`src/rtl/ucmp_pkg.sv`:
```
package ucmp_pkg;

   // Partial verdict for a group of bit positions.
   typedef struct packed {
      logic gt;   // group of a is larger than group of b
      logic eq;   // groups are identical
   } cmp_pair_t;

   function automatic bit is_pow2(input int unsigned v);
      return (v != 0) && ((v & (v - 1)) == 0);
   endfunction

endpackage

```
`src/rtl/ucmp_leaf.sv`:
```
module ucmp_leaf
   import ucmp_pkg::*;
(
   input  logic      a_bit,
   input  logic      b_bit,
   output cmp_pair_t pair_o
);

   always_comb begin
      pair_o.gt = a_bit & ~b_bit;
      pair_o.eq = ~(a_bit ^ b_bit);
   end

   always_comb begin
      AST_LEAF_EXCL: assert (!(pair_o.gt && pair_o.eq)) else $error("leaf gt and eq both set");
      AST_LEAF_TIE: assert ((a_bit != b_bit) || pair_o.eq) else $error("leaf tie lost");
   end

endmodule

```
`src/rtl/ucmp_node.sv`:
```
module ucmp_node
   import ucmp_pkg::*;
(
   input  cmp_pair_t hi_i,
   input  cmp_pair_t lo_i,
   output cmp_pair_t pair_o
);

   always_comb begin
      pair_o.gt = hi_i.gt | (hi_i.eq & lo_i.gt);
      pair_o.eq = hi_i.eq & lo_i.eq;
   end

   always_comb begin
      AST_NODE_EXCL: assert (!(pair_o.gt && pair_o.eq)) else $error("node gt and eq both set");
      AST_HI_DECIDES: assert (hi_i.eq || (pair_o.gt == hi_i.gt)) else $error("upper half overridden");
      AST_TIE_PASSES: assert (!hi_i.eq || (pair_o.gt == lo_i.gt)) else $error("lower half ignored on tie");
   end

endmodule

```
`src/rtl/ucmp_gt_log.sv`:
```
module ucmp_gt_log
   import ucmp_pkg::*;
#(
   parameter int unsigned WIDTH = 8
) (
   input  logic [WIDTH-1:0] a_i,
   input  logic [WIDTH-1:0] b_i,
   output logic             gt_o
);

   localparam int unsigned LEVELS = $clog2(WIDTH);

   if (!is_pow2(WIDTH)) begin : g_bad_width
      $error("ucmp_gt_log: WIDTH must be a power of two");
   end

   // Level 0 holds one pair per bit; level l holds WIDTH>>l pairs,
   // index k covering bits [k*2^l +: 2^l].
   for (genvar l = 0; l <= LEVELS; l++) begin : g_lvl
      localparam int unsigned CNT = WIDTH >> l;
      cmp_pair_t [CNT-1:0] pair_w;

      if (l == 0) begin : g_leaf
         for (genvar j = 0; j < CNT; j++) begin : g_bit
            ucmp_leaf u_leaf (
               .a_bit  (a_i[j]),
               .b_bit  (b_i[j]),
               .pair_o (pair_w[j])
            );
         end
      end else begin : g_merge
         for (genvar k = 0; k < CNT; k++) begin : g_node
            ucmp_node u_node (
               .hi_i   (g_lvl[l-1].pair_w[2*k+1]),
               .lo_i   (g_lvl[l-1].pair_w[2*k]),
               .pair_o (pair_w[k])
            );
         end
      end
   end

   assign gt_o = g_lvl[LEVELS].pair_w[0].gt;

   always_comb begin
      AST_EQUAL_LOW: assert ((a_i != b_i) || !gt_o) else $error("gt on equal operands");
      AST_LESS_LOW: assert (!(a_i < b_i) || !gt_o) else $error("gt when a below b");
      AST_MSB_WINS: assert (!(a_i[WIDTH-1] && !b_i[WIDTH-1]) || gt_o) else $error("msb not decisive");
   end

endmodule

```
`config.mk`:
```
export PLATFORM = sky130hd
export DESIGN_NAME = ucmp_gt_log
export DESIGN_NICKNAME = d
export VERILOG_FILES = /design/src/rtl/ucmp_pkg.sv /design/src/rtl/ucmp_leaf.sv /design/src/rtl/ucmp_node.sv /design/src/rtl/ucmp_gt_log.sv
export SDC_FILE = /design/constraint.sdc
export NUM_CORES = 1
export LEC_CHECK = 0
export BUFFER_PORTS_ARGS = -buffer_cell sky130_fd_sc_hd__buf_2
export CAP_MARGIN = 30
export CORE_AREA = 2 2 39 41
export DETAILED_ROUTE_END_ITERATION = 10
export DIE_AREA = 0 0 41 43
export PLACE_DENSITY = 0.35
export SLEW_MARGIN = 20
export SYNTH_ARGS = -nofsm -noshare
export SYNTH_HDL_FRONTEND = slang
export SYNTH_SLANG_ARGS = --single-unit
```
`constraint.sdc`:
```
create_clock -name vclk -period 1
set_input_delay 0.05 -clock vclk [all_inputs]
set_output_delay 0.05 -clock vclk [all_outputs]
set_load 0.01 [all_outputs]
```
==> results.sh, run 1 <==
export IMPL_power_leakage_nw=0.190
export IMPL_end_kind="primary output"
export IMPL_yosysUniqueCellTypes=9
export IMPL_die_area_mm2=0.00176
export IMPL_total_power_w=0.000135
export IMPL_syn2layout_area_growth_pct=113
export IMPL_diodes=0
export IMPL_finalCriticalPeriod_ns=1.05
export IMPL_nFillCells=157
export IMPL_initial_core_util=0.123
export IMPL_dp_cells=57
export IMPL_multi_input_area_um2=199
export IMPL_crit_family="compound AO/OA/AOI/OAI gates"
export IMPL_grt_ovfl_total=0
export IMPL_hold_start="a_i[7]"
export IMPL_ant_nets=0
export IMPL_rows=14
export IMPL_violations="negative setup slack"
export IMPL_yosysWarnings=0
export IMPL_place_area_um2=283
export IMPL_track_usage=0.0589
export IMPL_avgSynthCellArea_um2=7.40
export IMPL_status="complete, but fails checks"
export IMPL_critPathLaunch="b_i[4]"
export IMPL_core_mm2=0.00138
export IMPL_wl_per_cell_um=9.35
export IMPL_yosysTopAreaCellShare=0.515
export IMPL_grt_max_degree=3
export IMPL_wirelength_um=533
export IMPL_ir_worst_vdd_mv=0.104
export IMPL_syn_nets=46
export IMPL_final_layout_size_suffix_gt1_frac=0.610
export IMPL_drv_slew=0
export IMPL_ys_seq_area_frac=0
export IMPL_ctsHoldBuffers=0
export IMPL_maxCapViolCount=0
export IMPL_hold_ws_ns=0.568
export IMPL_flops_and_latches=0
export IMPL_crit_fanout=2
export IMPL_critPathBufInv=3
export IMPL_powerDensity_mw_per_mm2=371
export IMPL_cpPeakStageDelay_ns=0.28
export IMPL_fmax_mhz=950
export IMPL_drtIter0Drc=0
export IMPL_worstPathArrival_ns=1.00
export IMPL_regArea_um2=0
export IMPL_criticalPathCategory="primary input to primary output"
export IMPL_fp_dieW_um=41
export IMPL_setup_ws_ns=-0.0529
export IMPL_required_ns=0.95
export IMPL_tightest_slew_ns=0.157
export IMPL_antenna_found_initial=0
export IMPL_drt_first_pass_iters=1
export IMPL_first_global_vias=216
export IMPL_fin_crit_sh=1.05
export IMPL_io_buffers=17
export IMPL_rsz0062_at_grt="true"
export IMPL_setup_viol=1
export IMPL_syn_area_um2=170
export IMPL_io_pins=17
export IMPL_fin_cells=57
export IMPL_nNetsFinal=66
export IMPL_ys_top_cells_by_area="ha_1 51%, inv_1 15%, a21oi_1 8.8%"
export IMPL_path_cells="buf_2, inv_1, ha_1, nand2_1, a211o_1, o211ai_1, buf_2"
export IMPL_die_y_um=43
export IMPL_start_kind="primary input"
export IMPL_vias_per_cell=3.82
export IMPL_synth_top_cell_by_area="ha_1"
export IMPL_vias=218
export IMPL_hold_class="primary input to primary output"
export IMPL_syn_inst=23
export IMPL_cp_common_cell="buf_2"
export IMPL_clkbuf_count=0
export IMPL_grt_pass1_wl_um=779
export IMPL_place_congestion=0.668
export IMPL_fin_area_um2=363
export IMPL_cpMaxStageDelayCell="ha_1"
export IMPL_route_detailed_drc=0
export IMPL_slew_headroom=0.895
export IMPL_final_hold_viol_count=0
-- final cells by class --
| cell class | instances | area share |
|---|---|---|
| multi-input cells | 16 | 0.548 |
| repair buffers | 18 | 0.324 |
| inverters | 7 | 0.0724 |
| well taps | 16 | 0.0552 |
-- layer usage --
| metal | track usage | wire, µm |
|---|---|---|
| met1 | 0.0854 | 236 |
| met2 | 0.100 | 224 |
| met3 | 0 | 73 |
| met4 | 0 | 0 |
| met5 | 0 | 0 |
-- report_power, final --
| part | switching [W] | internal, W |
|---|---|---|
| combinational | 0.0000544 | 0.0000801 |
| clock | 0 | 0 |
| sequential | 0 | 0 |
-- worst paths after layout --
path	to	slack, ns	cells after the start
worst min-delay path	gt_o	0.57	5
worst max-delay path	gt_o	-0.05	7
-- tightest hold or removal path, stage by stage --
cell,delay (ns)
buf_2,0.10
ha_4,0.12
a21oi_1,0.03
o211ai_1,0.07
buf_2,0.14
-- stage by stage --
step	util	setup TNS (ns)	setup WS, ns
6_report	0.262	-0.0529	-0.0529
5_1_grt	0.262	-0.108	-0.108
4_1_cts	0.241	-0.0842	-0.0842
3_5_place_dp	0.204	-0.103	-0.103
3_3_place_gp	0.204	-0.0991	-0.0991
2_1_floorplan	-	0	0.124
-- cell usage in the layout, fill, tap and decap left out, types with 2 or more instances in the layout --
cell type	instances
ha_4	4
buf_2	13
buf_6	4
a21oi_1	3
inv_1	5
ha_1	3
inv_2	2
-- logic make-up after synthesis --
family / count (synthesis) / synth area share
adder cells (fa/ha/maj): 7 / 0.515
AO/OA/AOI/OAI: 6 / 0.228
AND/OR/NAND/NOR: 3 / 0.103
buffers and inverters: 7 / 0.154
-- timing repair --
action | CTS | global route
pin swaps | 4 | 1
gates resized for setup | 8 | 3
setup buffers | 0 | 0
endpoints found under the setup margin | 1 | 1
-- Yosys cell counts, drive strengths merged --
library cell / n
nand4b: 1
inv: 7
a211o: 1
a21o: 1
nand3: 1
a21oi: 3
ha: 7
nand2: 1
o211ai: 1
Note: power is estimated with default switching activity, not from simulation.
==> run 2: changes to the inputs <==
--- a/config.mk
+++ b/config.mk
@@ -5,12 +5,12 @@
 export SDC_FILE = /design/constraint.sdc
 export NUM_CORES = 1
 export LEC_CHECK = 0
-export BUFFER_PORTS_ARGS = -buffer_cell sky130_fd_sc_hd__buf_2
 export CAP_MARGIN = 30
 export CORE_AREA = 2 2 39 41
 export DETAILED_ROUTE_END_ITERATION = 10
 export DIE_AREA = 0 0 41 43
-export PLACE_DENSITY = 0.35
+export DONT_BUFFER_PORTS = 1
+export PLACE_DENSITY = 0.3
 export SLEW_MARGIN = 20
 export SYNTH_ARGS = -nofsm -noshare
 export SYNTH_HDL_FRONTEND = slang
==> run 2 against run 1 <==
Compared with the run above: the flow now finishes without violations; first-iteration DRC count unchanged; flip-flop and latch count unchanged; core utilization down 12 points; total power down 55%; via count down 31%; setup slack better by 0.13 ns; non-clock buffer count down 18; critical path depth down 2; global-route usage down 2.6 points; combinational power down 55%; fmax up 14%; critical path type unchanged; highest routed layer unchanged.
==> results.sh, run 2 (same netlist as run 1, synthesis figures left out) <==
export IMPL_slew_headroom=0.797
export IMPL_wl_per_cell_um=8.10
export IMPL_tns_ns=0
export IMPL_first_global_vias=141
export IMPL_clkbuf_count=0
export IMPL_diodes=0
export IMPL_io_buffers=0
export IMPL_wirelength_um=316
export IMPL_pre_cts_ws_ns=0.0439
export IMPL_fin_crit_sh=0.927
export IMPL_drt_first_pass_iters=1
export IMPL_worstPathArrival_ns=0.88
export IMPL_track_usage=0.0330
export IMPL_flops_and_latches=0
export IMPL_fin_cells=39
export IMPL_drv_slew=0
export IMPL_ctsHoldBuffers=0
export IMPL_layout_commonest_cell="inv_1"
export IMPL_nNetsFinal=48
export IMPL_antenna_found_initial=0
export IMPL_grt_pass1_wl_um=441
export IMPL_route_detailed_drc=0
export IMPL_rows=14
export IMPL_required_ns=0.95
export IMPL_grt_ovfl_total=0
export IMPL_fp_dieW_um=41
export IMPL_postCtsSetupBuffers=0
export IMPL_final_layout_size_suffix_gt1_frac=0.0435
export IMPL_grt_max_degree=3
export IMPL_ant_nets=0
export IMPL_syn2layout_area_growth_pct=19.1
export IMPL_hold_end="gt_o"
export IMPL_final_hold_viol_count=0
export IMPL_crit_fanout=2
export IMPL_end_kind="primary output"
export IMPL_drtIter0Drc=0
export IMPL_maxCapViolCount=0
export IMPL_finalCriticalPeriod_ns=0.927
export IMPL_setup_ws_ns=0.0734
export IMPL_die_area_mm2=0.00176
export IMPL_die_y_um=43
export IMPL_powerDensity_mw_per_mm2=301
export IMPL_holdPathStages=3
export IMPL_setup_viol=0
export IMPL_hold_ws_ns=0.409
export IMPL_core_mm2=0.00138
export IMPL_vias_per_cell=3.87
export IMPL_start_kind="primary input"
export IMPL_vias=151
export IMPL_hold_class="primary input to primary output"
export IMPL_hold_start="a_i[7]"
export IMPL_status="finished, final reports clean"
export IMPL_dp_cells=39
export IMPL_ir_worst_vdd_mv=0.0864
export IMPL_initial_core_util=0.123
export IMPL_io_pins=17
export IMPL_criticalPathCategory="primary input to primary output"
export IMPL_final_cell_mix="7 x inv_1, 6 x ha_1, 3 x a21oi_1"
export IMPL_power_leakage_nw=0.111
export IMPL_rsz0062_at_grt="false"
export IMPL_tightest_slew_ns=0.303
export IMPL_fmax_mhz=1080
export IMPL_place_congestion=0.490
export IMPL_regArea_um2=0
export IMPL_total_power_w=0.0000610
run 2: cell types whose count changed in the layout (fill, tap and decap cells not counted), sizes merged:
| cell | change |
|---|---|
| buf | -18 |
run 2: area by class of cell:
class              instances  area [µm²]
multi-input cells         16         156
fillers                  156        1180
inverters                  7        26.3
well taps                 16        20.0
run 2: power by group:
part / internal, W / total, W / switching [W]
sequential: 0 / 0 / 0
combinational: 0.0000293 / 0.0000610 / 0.0000317
clock: 0 / 0 / 0
total: 0.0000293 / 0.0000610 / 0.0000317
run 2: worst max path at each step:
stage	from	endpoint	slack [ns]	depth (start not counted)
floorplan	b_i[2]	gt_o	0.12	5
finish	b_i[2]	gt_o	0.07	5
global placement	b_i[2]	gt_o	0.06	5
global route	b_i[2]	gt_o	0.008	5
CTS	b_i[2]	gt_o	0.04	5
detailed placement	b_i[2]	gt_o	0.04	5
run 2: critical path, stage by stage:
cell and delay, ns:
inv_1 0.04, ha_4 0.26, nand4b_1 0.10, a211o_1 0.27, o211ai_1 0.16
run 2: metal layers:
layer  GRT usage  wire length (µm)  up-vias
li1            -                 -       80
met1      0.0411               146       58
met2      0.0594               127       13
met3     0.00524                42        0
met4           0                 0        0
met5           0                 0        -
run 2: per-stage QoR:
stage / instance area, µm² / utilization
4_1_cts: 190 / 0.137
3_5_place_dp: 190 / 0.137
6_report: 203 / 0.146
5_1_grt: 203 / 0.146
3_3_place_gp: 190 / 0.137
2_1_floorplan: 170 / -
run 2: repair_timing:
action | in CTS | in global routing
resized for setup | 0 | 1
endpoints found under the setup margin | 0 | 1
endpoints found under the hold margin | 0 | 0
==> run 3: changes to the inputs <==
==> constraint.sdc (replaced) <==
create_clock -name vclk -period 1
set_input_delay 0.05 -clock vclk [all_inputs]
set_output_delay 0.05 -clock vclk [all_outputs]
set_load 0.02 [all_outputs]
==> run 3 against run 2 <==
Compared with the run above: final cell count is the same; via count rose by 4.0%; combinational power up 39%; largest cell class unchanged; clock-buffer cell count did not move; sequential share of layout area unchanged; non-clock buffer count stayed put; flip-flop and latch count stayed put.
==> results.sh, run 3 (same netlist as run 1, synthesis figures left out) <==
export IMPL_status="finished, final reports clean"
export IMPL_fin_cells=39
export IMPL_grtUsageMet2=0.0656
export IMPL_setup_ws_ns=0.0412
export IMPL_final_util=0.183
export IMPL_rows=14
export IMPL_first_global_vias=152
export IMPL_syn2layout_area_growth_pct=48.5
export IMPL_power_leakage_nw=0.110
export IMPL_finalCriticalPeriod_ns=0.959
export IMPL_met3_usage=0.00524
export IMPL_grt_pass1_wl_um=496
export IMPL_vias=157
export IMPL_final_hold_viol_count=0
export IMPL_vias_per_cell=4.03
export IMPL_worstPathArrival_ns=0.91
export IMPL_postCtsSetupBuffers=0
export IMPL_die_y_um=43
export IMPL_regArea_um2=0
export IMPL_flops_and_latches=0
export IMPL_setup_viol=0
export IMPL_crit_fanout=2
export IMPL_diodes=0
export IMPL_fp_dieW_um=41
export IMPL_crit_path_end="gt_o"
export IMPL_io_buffers=0
export IMPL_layout_commonest_cell="inv_1"
export IMPL_dp_cells=39
export IMPL_pre_cts_ws_ns=-0.0356
export IMPL_wirelength_um=382
export IMPL_fin_crit_sh=0.959
export IMPL_final_layout_size_suffix_gt1_frac=0.304
export IMPL_initial_core_util=0.123
export IMPL_die_area_mm2=0.00176
export IMPL_end_kind="primary output"
export IMPL_grt_busiest_layer="met2"
export IMPL_antenna_found_initial=0
export IMPL_track_usage=0.0370
export IMPL_maxCapViolCount=0
export IMPL_grt_ovfl_total=0
export IMPL_ant_nets=0
export IMPL_fmax_mhz=1040
export IMPL_io_pins=17
export IMPL_required_ns=0.95
export IMPL_ir_worst_vdd_mv=0.0779
export IMPL_nNetsFinal=48
export IMPL_route_detailed_drc=0
export IMPL_slew_headroom=0.672
export IMPL_place_congestion=0.490
export IMPL_grt_max_degree=3
export IMPL_final_cell_mix="5 x inv_1, 4 x ha_4, 3 x a21oi_1, 3 x ha_1"
export IMPL_drv_slew=0
export IMPL_use_met1=0.0475
export IMPL_criticalPathCategory="primary input to primary output"
export IMPL_ctsHoldBuffers=0
export IMPL_rsz0062_at_grt="true"
export IMPL_tightest_slew_ns=0.490
export IMPL_start_kind="primary input"
export IMPL_powerDensity_mw_per_mm2=336
export IMPL_wl_per_cell_um=9.79
export IMPL_nFillCells=153
export IMPL_drt_first_pass_iters=1
export IMPL_core_mm2=0.00138
export IMPL_drtIter0Drc=0
export IMPL_clkbuf_count=0
export IMPL_critPathLaunch="b_i[4]"
export IMPL_hold_class="primary input to primary output"
export IMPL_hold_start="a_i[7]"
run 3: layer usage:
metal / vias up / share of wire / routed length [µm]
li1: 80 / - / -
met1: 64 / 0.42 / 160
met2: 13 / 0.47 / 178
met3: 0 / 0.11 / 42
met4: 0 / 0 / 0
met5: - / 0 / 0
run 3: metrics by stage:
stage	hold slack (ns)	setup TNS [ns]	cell area, µm²	total power [W]
CTS	0.515	0	220	0.0000727
finish	0.460	0	253	0.0000850
detailed placement	0.502	-0.0356	190	0.0000639
global placement	0.487	-0.0206	190	0.0000600
floorplan	0.453	0	170	0.0000524
global route	0.483	-0.0145	253	0.0000986
run 3: power by group:
part	internal, W	switching [W]	total, W
combinational	0.0000424	0.0000426	0.0000850
clock	0	0	0
sequential	0	0	0
total	0.0000424	0.0000426	0.0000850
run 3: how the worst min path moves through the flow:
stage | slack, ns | cells past startpoint | endpoint
after floorplan | 0.45 | 3 | gt_o
after global placement | 0.49 | 3 | gt_o
after detailed placement | 0.50 | 3 | gt_o
after CTS | 0.51 | 3 | gt_o
after global routing | 0.48 | 3 | gt_o
final | 0.46 | 3 | gt_o
run 3: final cells by class:
cell class         count  area (µm²)  area share
well taps             16        20.0      0.0792
inverters              7        33.8       0.134
multi-input cells     16         199       0.787
run 3: worst max-delay path: stages:
cell and delay (ns):
inv_1 0.02, ha_1 0.28, nand2_1 0.06, a211o_1 0.26, o211ai_1 0.24
run 3: what timing repair did:
| item | in CTS | in global routing |
|---|---|---|
| setup endpoints to repair | 1 | 1 |
| endpoints found under the hold margin | 0 | 0 |
| resized for setup | 6 | 4 |
| pin swaps | 5 | 3 |
